**config.mk**
```make
export PLATFORM = sky130hd
export DESIGN_NAME = esr_top
export DESIGN_NICKNAME = d
export VERILOG_FILES = /design/src/rtl/esr_pkg.sv /design/src/rtl/esr_detect.sv /design/src/rtl/esr_regs.sv /design/src/rtl/esr_arm_fsm.sv /design/src/rtl/esr_top.sv
export SDC_FILE = /design/constraint.sdc
export NUM_CORES = 1
export LEC_CHECK = 0
export BUFFER_PORTS_ARGS = -buffer_cell sky130_fd_sc_hd__buf_2
export CAP_MARGIN = 20
export CELL_PAD_IN_SITES_DETAIL_PLACEMENT = 0
export CELL_PAD_IN_SITES_GLOBAL_PLACEMENT = 2
export CORE_ASPECT_RATIO = 0.8
export CORE_MARGIN = 4
export CORE_UTILIZATION = 20
export CTS_CLUSTER_DIAMETER = 30
export DETAILED_ROUTE_END_ITERATION = 16
export PLACE_DENSITY = 0.92
export RECOVER_POWER = 50
export SLEW_MARGIN = 20
export SYNTH_ARGS = -nofsm -noshare
export SYNTH_HDL_FRONTEND = slang
export SYNTH_SLANG_ARGS = --single-unit
export TNS_END_PERCENT = 100
```
**constraint.sdc**
```tcl
create_clock -name clk -period 1.6 [get_ports clk]
set_input_delay 0.16 -clock clk [delete_from_list [all_inputs] [get_ports clk]]
set_output_delay 0.16 -clock clk [all_outputs]
set_load 0.005 [all_outputs]
```
**src/rtl/esr_pkg.sv**
```systemverilog
package esr_pkg;
    localparam int ESR_W        = 8;
    localparam int MODE_W       = 3;
    localparam int BIT_REDIR    = 4;
    localparam int BIT_SEND     = 5;
    localparam int BIT_RECV     = 6;
    localparam int LVT_MASK_BIT = 16;
    localparam logic [MODE_W-1:0] MODE_FIXED  = 3'b000;
    localparam logic [MODE_W-1:0] MODE_LOWPRI = 3'b001;

    typedef enum logic {
        ARM_READY = 1'b0,
        ARM_SPENT = 1'b1
    } arm_state_e;
endpackage

```
**src/rtl/esr_detect.sv**
```systemverilog
module esr_detect
    import esr_pkg::*;
#(
    parameter bit IS_SEND    = 1'b1,
    parameter bit LOWPRI_OK  = 1'b1,
    parameter int VEC_W      = 8,
    parameter int RSVD_LIMIT = 16
) (
    input  logic              valid,
    input  logic [VEC_W-1:0]  vector,
    input  logic [MODE_W-1:0] mode,
    output logic              accept,
    output logic [ESR_W-1:0]  err
);
    localparam int ILL_BIT = IS_SEND ? BIT_SEND : BIT_RECV;

    logic reserved;
    logic fixed_bad;
    logic lp_bad;
    logic lp_ill;
    logic lp_redir;

    assign reserved  = vector < VEC_W'(RSVD_LIMIT);
    assign fixed_bad = valid && reserved && (mode == MODE_FIXED);
    assign lp_bad    = valid && reserved && (mode == MODE_LOWPRI);

    generate
        if (LOWPRI_OK) begin : g_lp_same
            assign lp_ill   = lp_bad;
            assign lp_redir = 1'b0;
        end else if (IS_SEND) begin : g_lp_redir
            assign lp_ill   = 1'b0;
            assign lp_redir = lp_bad;
        end else begin : g_lp_free
            assign lp_ill   = 1'b0;
            assign lp_redir = 1'b0;
        end
    endgenerate

    always_comb begin
        err            = '0;
        err[ILL_BIT]   = fixed_bad || lp_ill;
        err[BIT_REDIR] = lp_redir;
    end

    assign accept = valid && !(fixed_bad || lp_ill || lp_redir);
endmodule

```
**src/rtl/esr_regs.sv**
```systemverilog
module esr_regs
    import esr_pkg::*;
#(
    parameter int VEC_W = 8
) (
    input  logic             clk,
    input  logic             rst_n,
    input  logic             wr_status,
    input  logic             wr_entry,
    input  logic [VEC_W-1:0] entry_vec_in,
    input  logic             entry_mask_in,
    input  logic [ESR_W-1:0] err_now,
    output logic [ESR_W-1:0] vis_q,
    output logic [ESR_W-1:0] pend_q,
    output logic [VEC_W-1:0] entry_vec_q,
    output logic             entry_mask_q
);
    always_ff @(posedge clk) begin
        if (!rst_n) begin
            vis_q        <= '0;
            pend_q       <= '0;
            entry_vec_q  <= '0;
            entry_mask_q <= 1'b1;
        end else begin
            if (wr_status) begin
                vis_q  <= pend_q;
                pend_q <= err_now;
            end else begin
                pend_q <= pend_q | err_now;
            end
            if (wr_entry) begin
                entry_vec_q  <= entry_vec_in;
                entry_mask_q <= entry_mask_in;
            end
        end
    end


    vis_hold_chk: assert property (@(posedge clk) disable iff (!rst_n)
        !wr_status |=> $stable(vis_q));


    pend_move_chk: assert property (@(posedge clk) disable iff (!rst_n)
        wr_status |=> (vis_q == $past(pend_q)) && (pend_q == $past(err_now)));
endmodule

```
**src/rtl/esr_arm_fsm.sv**
```systemverilog
module esr_arm_fsm
    import esr_pkg::*;
#(
    parameter int VEC_W = 8
) (
    input  logic             clk,
    input  logic             rst_n,
    input  logic             wr_ok,
    input  logic             err_any,
    input  logic             entry_mask,
    input  logic [VEC_W-1:0] entry_vec,
    output logic             irq_valid_q,
    output logic [VEC_W-1:0] irq_vector_q
);
    arm_state_e state_q;
    arm_state_e state_d;
    logic       fire;

    always_comb begin
        state_d = state_q;
        unique case (state_q)
            ARM_READY: if (err_any) state_d = ARM_SPENT;
            ARM_SPENT: if (wr_ok && !err_any) state_d = ARM_READY;
            default:   state_d = ARM_READY;
        endcase
    end

    assign fire = err_any && !entry_mask && ((state_q == ARM_READY) || wr_ok);

    always_ff @(posedge clk) begin
        if (!rst_n) state_q <= ARM_READY;
        else        state_q <= state_d;
    end

    always_ff @(posedge clk) begin
        if (!rst_n) begin
            irq_valid_q  <= 1'b0;
            irq_vector_q <= '0;
        end else begin
            irq_valid_q  <= fire;
            irq_vector_q <= entry_vec;
        end
    end


    spent_quiet_chk: assert property (@(posedge clk) disable iff (!rst_n)
        (state_q == ARM_SPENT && !wr_ok) |=> !irq_valid_q);


    pulse_one_chk: assert property (@(posedge clk) disable iff (!rst_n)
        irq_valid_q |-> (state_q == ARM_SPENT));


    masked_quiet_chk: assert property (@(posedge clk) disable iff (!rst_n)
        irq_valid_q |-> !$past(entry_mask));
endmodule

```
**src/rtl/esr_top.sv**
```systemverilog
module esr_top
    import esr_pkg::*;
#(
    parameter bit LOWPRI_OK  = 1'b1,
    parameter int VEC_W      = 8,
    parameter int DATA_W     = 32,
    parameter int RSVD_LIMIT = 16
) (
    input  logic              clk,
    input  logic              rst_n,
    input  logic              ext_mode,
    input  logic              snd_valid,
    input  logic [VEC_W-1:0]  snd_vector,
    input  logic [MODE_W-1:0] snd_mode,
    output logic              snd_accept,
    input  logic              rcv_valid,
    input  logic [VEC_W-1:0]  rcv_vector,
    input  logic [MODE_W-1:0] rcv_mode,
    output logic              rcv_accept,
    input  logic              wr_en,
    input  logic              wr_addr,
    input  logic [DATA_W-1:0] wr_data,
    input  logic              rd_addr,
    output logic [DATA_W-1:0] rd_data,
    output logic              err_irq_valid,
    output logic [VEC_W-1:0]  err_irq_vector
);
    logic [ESR_W-1:0] snd_err;
    logic [ESR_W-1:0] rcv_err;
    logic [ESR_W-1:0] err_now;
    logic [ESR_W-1:0] vis_q;
    logic [ESR_W-1:0] pend_q;
    logic [VEC_W-1:0] entry_vec_q;
    logic             entry_mask_q;
    logic             wr_status_ok;
    logic             wr_entry;

    esr_detect #(.IS_SEND(1'b1), .LOWPRI_OK(LOWPRI_OK), .VEC_W(VEC_W), .RSVD_LIMIT(RSVD_LIMIT)) u_snd (
        .valid(snd_valid), .vector(snd_vector), .mode(snd_mode),
        .accept(snd_accept), .err(snd_err)
    );

    esr_detect #(.IS_SEND(1'b0), .LOWPRI_OK(LOWPRI_OK), .VEC_W(VEC_W), .RSVD_LIMIT(RSVD_LIMIT)) u_rcv (
        .valid(rcv_valid), .vector(rcv_vector), .mode(rcv_mode),
        .accept(rcv_accept), .err(rcv_err)
    );

    assign err_now      = snd_err | rcv_err;
    assign wr_status_ok = wr_en && !wr_addr && !(ext_mode && (wr_data != '0));
    assign wr_entry     = wr_en && wr_addr;

    esr_regs #(.VEC_W(VEC_W)) u_regs (
        .clk(clk), .rst_n(rst_n),
        .wr_status(wr_status_ok), .wr_entry(wr_entry),
        .entry_vec_in(wr_data[VEC_W-1:0]), .entry_mask_in(wr_data[LVT_MASK_BIT]),
        .err_now(err_now), .vis_q(vis_q), .pend_q(pend_q),
        .entry_vec_q(entry_vec_q), .entry_mask_q(entry_mask_q)
    );

    esr_arm_fsm #(.VEC_W(VEC_W)) u_fsm (
        .clk(clk), .rst_n(rst_n),
        .wr_ok(wr_status_ok), .err_any(|err_now),
        .entry_mask(entry_mask_q), .entry_vec(entry_vec_q),
        .irq_valid_q(err_irq_valid), .irq_vector_q(err_irq_vector)
    );

    always_comb begin
        rd_data = '0;
        if (!rd_addr) begin
            rd_data[ESR_W-1:0] = vis_q;
        end else begin
            rd_data[VEC_W-1:0]     = entry_vec_q;
            rd_data[LVT_MASK_BIT]  = entry_mask_q;
        end
    end


    fixed_refuse_chk: assert property (@(posedge clk) disable iff (!rst_n)
        (snd_valid && snd_mode == MODE_FIXED && snd_vector < VEC_W'(RSVD_LIMIT)) |-> !snd_accept);


    ext_reject_chk: assert property (@(posedge clk) disable iff (!rst_n)
        (wr_en && !wr_addr && ext_mode && wr_data != '0 && err_now == '0) |=> $stable(vis_q) && $stable(pend_q));


    pend_nonzero_chk: assert property (@(posedge clk) disable iff (!rst_n)
        $rose(|pend_q) |-> $past(|err_now));
endmodule

```
Word level (Yosys, flattened, before mapping)
Index checks and enable logic that the tools add are counted.

word-level totals
  flip-flop bits (word level) = 35
  bits of input ports = 62
  output and inout bits = 43

operators by class
  magnitude comparators = 2
  equality and inequality tests = 2
  muxes and demuxes = 6
  bitwise gates (word level) = 3
  reduce and logical (&&, ||, !) cells = 28

operators with widths
  operator              number
  $reduce_bool A32 Y1   1
  $lt A8 B5 Y1 const B  2
  $mux W8               2
  $logic_and A1 B1 Y1   15
  $or A8 B7 Y8          1
  $reduce_or A8 Y1      1
  $or A6 B7 Y7          1
  $eq A3 B1 Y1 const B  2
  $logic_not A1 Y1      6
  $logic_not A3 Y1      2
  $logic_or A1 B1 Y1    3
  $mux W1               3
  $pmux W1 S2           1
  $not A1 Y1            1

Logic depth before layout (Yosys ltp)
  depth after elaboration = 10
  mapped depth = 4

Hierarchy
Synthesis repeated with hierarchy kept, for this count alone.

unflattened totals
  cell total of the unflattened synthesis = 183
  area, all modules = 1813.0 um^2

modules (own cells, without submodules)
  module       times used  cells an instance  area each (um^2)  sequential area each (um^2)
  esr_regs     1           79                 919.6             500.5
  esr_top      1           58                 430.4             0.0
  esr_arm_fsm  1           22                 290.3             200.2
  esr_detect   2           12                 86.3              0.0

Worst setup path after synthesis
Ideal clock, no wire load.

  path kind = input-to-reg
  start = input port rcv_vector[5]
  end = register u_fsm.irq_valid_q
  setup time = 60 ps
  arrival time = 1084 ps
  slack = 456 ps
  stages = 3
  buffers on the path = 0
  cells stage by stage = or4b_4 > nor4_4 > o221a_1

on the way
  word-level cells in the longest chain between the ends = 8
  elaborated cells between the ends (all ways) = 9
  those cells by class = order compare: 1; bitwise: 1; reduce/logical: 7

ends and longest elaborated chain
  item                                    line                                text
  from (decl)                             esr_top.sv:17                       input logic [VEC_W-1:0] rcv_vector,
  $lt A8 B5 Y1 (*)                        esr_detect.sv:23                    assign reserved = vector < VEC_W'(RSVD_LIMIT);
  $logic_and A1 B1 Y1 (*)                 esr_detect.sv:24, esr_detect.sv:25
  $logic_and A1 B1 Y1 (on tied branches)  esr_detect.sv:24, esr_detect.sv:25
  $logic_or A1 B1 Y1 (*)                  esr_detect.sv:42                    err[ILL_BIT] = fixed_bad || lp_ill;
  $or A6 B7 Y7 (*)                        esr_top.sv:48                       assign err_now = snd_err | rcv_err;
  $reduce_or A8 Y1 (*)                    esr_top.sv:62                       .wr_ok(wr_status_ok), .err_any(|err_now),
  $logic_and A1 B1 Y1 (*) (2 in series)   esr_arm_fsm.sv:28                   assign fire = err_any && !entry_mask && ((state_q == ARM_READY) || wr_ok);
  to (signal assigned)                    esr_arm_fsm.sv:40                   irq_valid_q <= fire;
  to (decl)                               esr_arm_fsm.sv:12                   output logic irq_valid_q,

Every way passes the cells marked *; elsewhere a longest branch is shown, timed or not.
A chain may end at the register's enable or synchronous reset.

Worst setup path in the final report
  start = input port rcv_vector[5]
  end = output port rcv_accept

on the way
  word-level cells in the longest chain between the ends = 6
  elaborated cells between the ends (all ways) = 7
  those cells by class = order compare: 1; reduce/logical: 6

ends and longest elaborated chain
  item                                    line                                text
  $lt A8 B5 Y1 (*)                        esr_detect.sv:23
  $logic_and A1 B1 Y1 (*)                 esr_detect.sv:24, esr_detect.sv:25
  $logic_and A1 B1 Y1 (on tied branches)  esr_detect.sv:24, esr_detect.sv:25
  $logic_or A1 B1 Y1 (*)                  esr_detect.sv:46                    assign accept = valid && !(fixed_bad || lp_ill || lp_redir);
  $logic_not A1 Y1 (*)                    esr_detect.sv:46
  $logic_and A1 B1 Y1 (*)                 esr_detect.sv:46
  to (decl)                               esr_top.sv:19                       output logic rcv_accept,

Marked as above.

==> qor.log <==
qor: floorplan.design.core.area 0.005974 mm2
qor: synth.ys.flop_type dfxtp_1
qor: clocking.tritoncts_clock_tree done
qor: run.cap_viol_max_count 0
qor: synth.yosysSeqAreaShare 0.3691
qor: synth.yosys.cell_count.top_type nand2_1
qor: critical_path.worst-r2r-cell-count 3
qor: critical_path.timing.critical_path.required 1.44 ns
qor: finish.antenna_cells_inserted 0
qor: critical_path.worstPathMaxFanout 4
qor: critical_path.worst_setup_path_start_kind primary input
qor: place.hpwl 2.655 mm
qor: synth.netlist_instances 142
qor: floorplan.ioPinCount 105
qor: floorplan.floorplan.initialDensity 0.2088
qor: sta.grt_setup_unrepaired no
qor: finish.post_route_design_area 0.001657 mm2
qor: worst_hold_path.hold_path_class primary input to register
qor: sta.slew_violations 0
qor: place.cell_area_after_placement 0.001613 mm2
qor: run_status.outcome finished, final reports clean
qor: clocking.cts_hold_buf 0
qor: finish.n_fill_cell 641
qor: place.port-buffer-count 71
qor: floorplan.rows 25
qor: global_route.first_pass_grt_wire_length 4.850 mm
qor: critical_path.crit_path_frequent_cell buf_2
qor: finish.area_growth 32.80%
qor: synth.synth_area_per_cell 8.785 um2
qor: critical_path.critPathArrivalTime 1.23 ns
qor: clocking.h_tree_depth_reported_by_cts 1
qor: power.p_leak 0.0007800 uW
qor: sta.fin_crit 1.390 ns
qor: clocking.post_cts_resize_count 0
qor: sta.timing.setup.tns 0 ns
qor: synth.synthesis.area 0.001247 mm2
qor: sta.finalSetupViolCount 0
qor: critical_path.timing.critical_path.slowest_stage_cell or4b_4
qor: synth.synth_commonest_cells nand2_1 (24), buf_4 (23), dfxtp_1 (23)
qor: critical_path.critical_path.n_buffers_inverters 2
qor: floorplan.fp.dieW 96.30 um
qor: synth.synth.yosys.warnings 0
qor: clocking.clk_pin_slew 0.08 ns
qor: power.power_per_cell_area 675.9 mW/mm2
qor: synth.async_flop_share 0
qor: clocking.clock_path_buffers 2
qor: place.gp_congestion 0.7075
qor: finish.layout.nets 277
qor: floorplan.area_enclosed_by_the_die_boundary 0.007573 mm2
qor: power.net-switching-power 275.2 uW
qor: clocking.insertion_delay 0.26 ns
qor: finish.post_route_cells_drive_above_1_share 0.3972
qor: critical_path.cp-endpoint rcv_accept
qor: critical_path.end_kind output pin
qor: sta.fmaxAchievable 719.6 MHz
qor: global_route.gr-usage-all-layers 0.07946
qor: global_route.number_of_antenna_violations_at_the_first_check_in_global_routing 0
qor: finish.multi_input_area 680.7 um2
qor: detailed_routing.final_antenna_net_count 0
qor: detailed_routing.vias_after_detailed_routing 1,154
qor: detailed_routing.dr.first_iter.drc_count 25
qor: sta.final.setup_skew 0.002101 ns
qor: synth.synth_top_area_cell dfxtp_1
qor: power.internal_power 844.4 uW
qor: power.sw_frac_of_total 0.2458
qor: clocking.numCtsBuffers 3
qor: critical_path.crit_chain buf_2 -> or4b_4 -> nor4_4 -> nor2b_1 -> buf_2
qor: synth.synth_top_area_share 0.3691
qor: synth.number_of_flops_mapped_to_enable_cells_by_yosys 0
qor: finish.seqCellArea 460.4 um2
qor: critical_path.crit_start rcv_vector[5]
qor: clocking.cts_post_setup_buffers_inserted 0
qor: critical_path.regToRegStartpoint u_regs.entry_mask_q
qor: power.ir_worst_vdd 0.3359 mV
qor: critical_path.worst_r2r_endpoint u_fsm.irq_valid_q
qor: detailed_routing.route.final.wire_length 3.191 mm
qor: detailed_routing.drcViolationCount 0
qor: power.power_frac_seq 0.535
qor: sta.maxSlewHeadroom 0.2557
qor: power.power_frac_clock 0.317
qor: power.comb_power_share 0.148
qor: synth.yosys-top-cells-area dfxtp_1 (37%), buf_4 (14%), and2_1 (8.0%)
qor: detailed_routing.post_dr_wirelength_cell 10.82 um
qor: sta.timing.final.hold_violations 0
qor: critical_path.critical-path-max-stage-delay 0.54 ns
qor: synth.synth-seq-cells 23
qor: detailed_routing.post_drt_via_cell_ratio 3.912
qor: global_route.grt_max_degree 32
qor: global_route.sum_of_overflow_across_all_layers_after_global_routing 0
qor: critical_path.timing_worst_setup_path_type primary input to output pin
qor: detailed_routing.drt_first_pass_iters 4
qor: critical_path.critical-path-top-delay-family simple AND/OR/NAND/NOR gates
qor: critical_path.timing.critical_path.depth 5
qor: sta.layout_worst_path_cycle_share 0.8686
qor: sta.tightestPinTransition 1.116 ns
qor: clocking.clock-sinks 23
qor: critical_path.r2r_slack 0.73 ns
qor: clocking.clock-root-buffer clkbuf_8
qor: floorplan.die_height 78.64 um
qor: synth.yosysUniqueCellTypes 24
qor: global_route.grt_pass1_vias 1,058
[cell usage in the layout, fill, tap and decap left out, drive strengths merged]
cell,count
nand2,24
or4b,2
a21boi,8
nor4,10
dfxtp,23
nand3,5
a21oi,3
clkbuf,5
o2111ai,1
nor2b,2
clkinv,1
and3,2
nand2b,2
mux2i,2
and2,16
conb,23
o221a,1
nor2,1
mux2,6
buf,71
nor3b,1
nand4,2
o21ai,3
[through the flow]
step / utilization / cells / hold slack, ns / worst slack, ns / power, uW
after global routing: 0.2773 / 295 / 0.1564 / 0.1213 / 1183
after global placement: 0.2699 / 291 / 0.4100 / 0.2002 / 776.8
after CTS: 0.2777 / 295 / 0.1351 / 0.1954 / 1138
after detailed placement: 0.2699 / 291 / 0.4143 / 0.1955 / 779.9
final: 0.2773 / 295 / 0.1406 / 0.2103 / 1120
after floorplan: - / 164 / 0.2824 / 0.4559 / 718.9
[area by class of cell]
| type | instances | area share |
|---|---|---|
| multi-input combinational | 114 | 0.4109 |
| timing repair buffer | 73 | 0.2221 |
| tap | 81 | 0.06118 |
| sequential | 23 | 0.2779 |
| clock buffer | 3 | 0.02492 |
| clock inverter | 1 | 0.003021 |
[state kept, by name (all words and copies together) (netlist names)]
name	cells
u_regs.entry_vec_q	8
u_fsm.state_q	1
u_regs.entry_mask_q	1
u_regs.vis_q	2
u_fsm.irq_vector_q	8
u_regs.pend_q	2
u_fsm.irq_valid_q	1
[worst min-delay path, stage by stage]
cell and delay [ns]:
buf_2 0.09, nand2_1 0.05, nand3_1 0.07
[how the worst min path moves through the flow]
stage           startpoint                    end  slack (ns)  depth (start not counted)
6_report       wr_data[16]    u_regs.entry_mask_q        0.14                          3
5_1_grt         wr_data[7]  u_regs.entry_vec_q[7]        0.16                          3
4_1_cts        wr_data[16]    u_regs.entry_mask_q        0.14                          3
3_5_place_dp   wr_data[16]    u_regs.entry_mask_q        0.41                          3
3_3_place_gp   wr_data[16]    u_regs.entry_mask_q        0.41                          3
2_1_floorplan  wr_data[16]    u_regs.entry_mask_q        0.28                          2
[cells by family after synthesis]
| logic type | share of synthesized area |
|---|---|
| compound gates | 0.08826 |
| buf+inv | 0.1515 |
| other cells | 0.003006 |
| simple gates | 0.3180 |
| mux | 0.07021 |
| flops | 0.3691 |
[metal layers]
layer / vias to the layer above / GRT usage / part of all wire / routed length, um
li1: 584 / - / - / -
met3: 4 / 0.02299 / 0.080 / 254
met1: 527 / 0.09474 / 0.40 / 1279
met5: - / 0 / 0 / 0
met2: 39 / 0.1385 / 0.51 / 1616
met4: 0 / 0.01961 / 0.013 / 40
[power by group through the flow]
stage	registers (uW)	clock network (uW)	logic, uW
after floorplan	611	0	108
after global placement	612	0	165
after detailed placement	613	0	167
after CTS	599	371	168
after global routing	602	393	188
final	599	355	166
(Power assumes the default switching activity.)
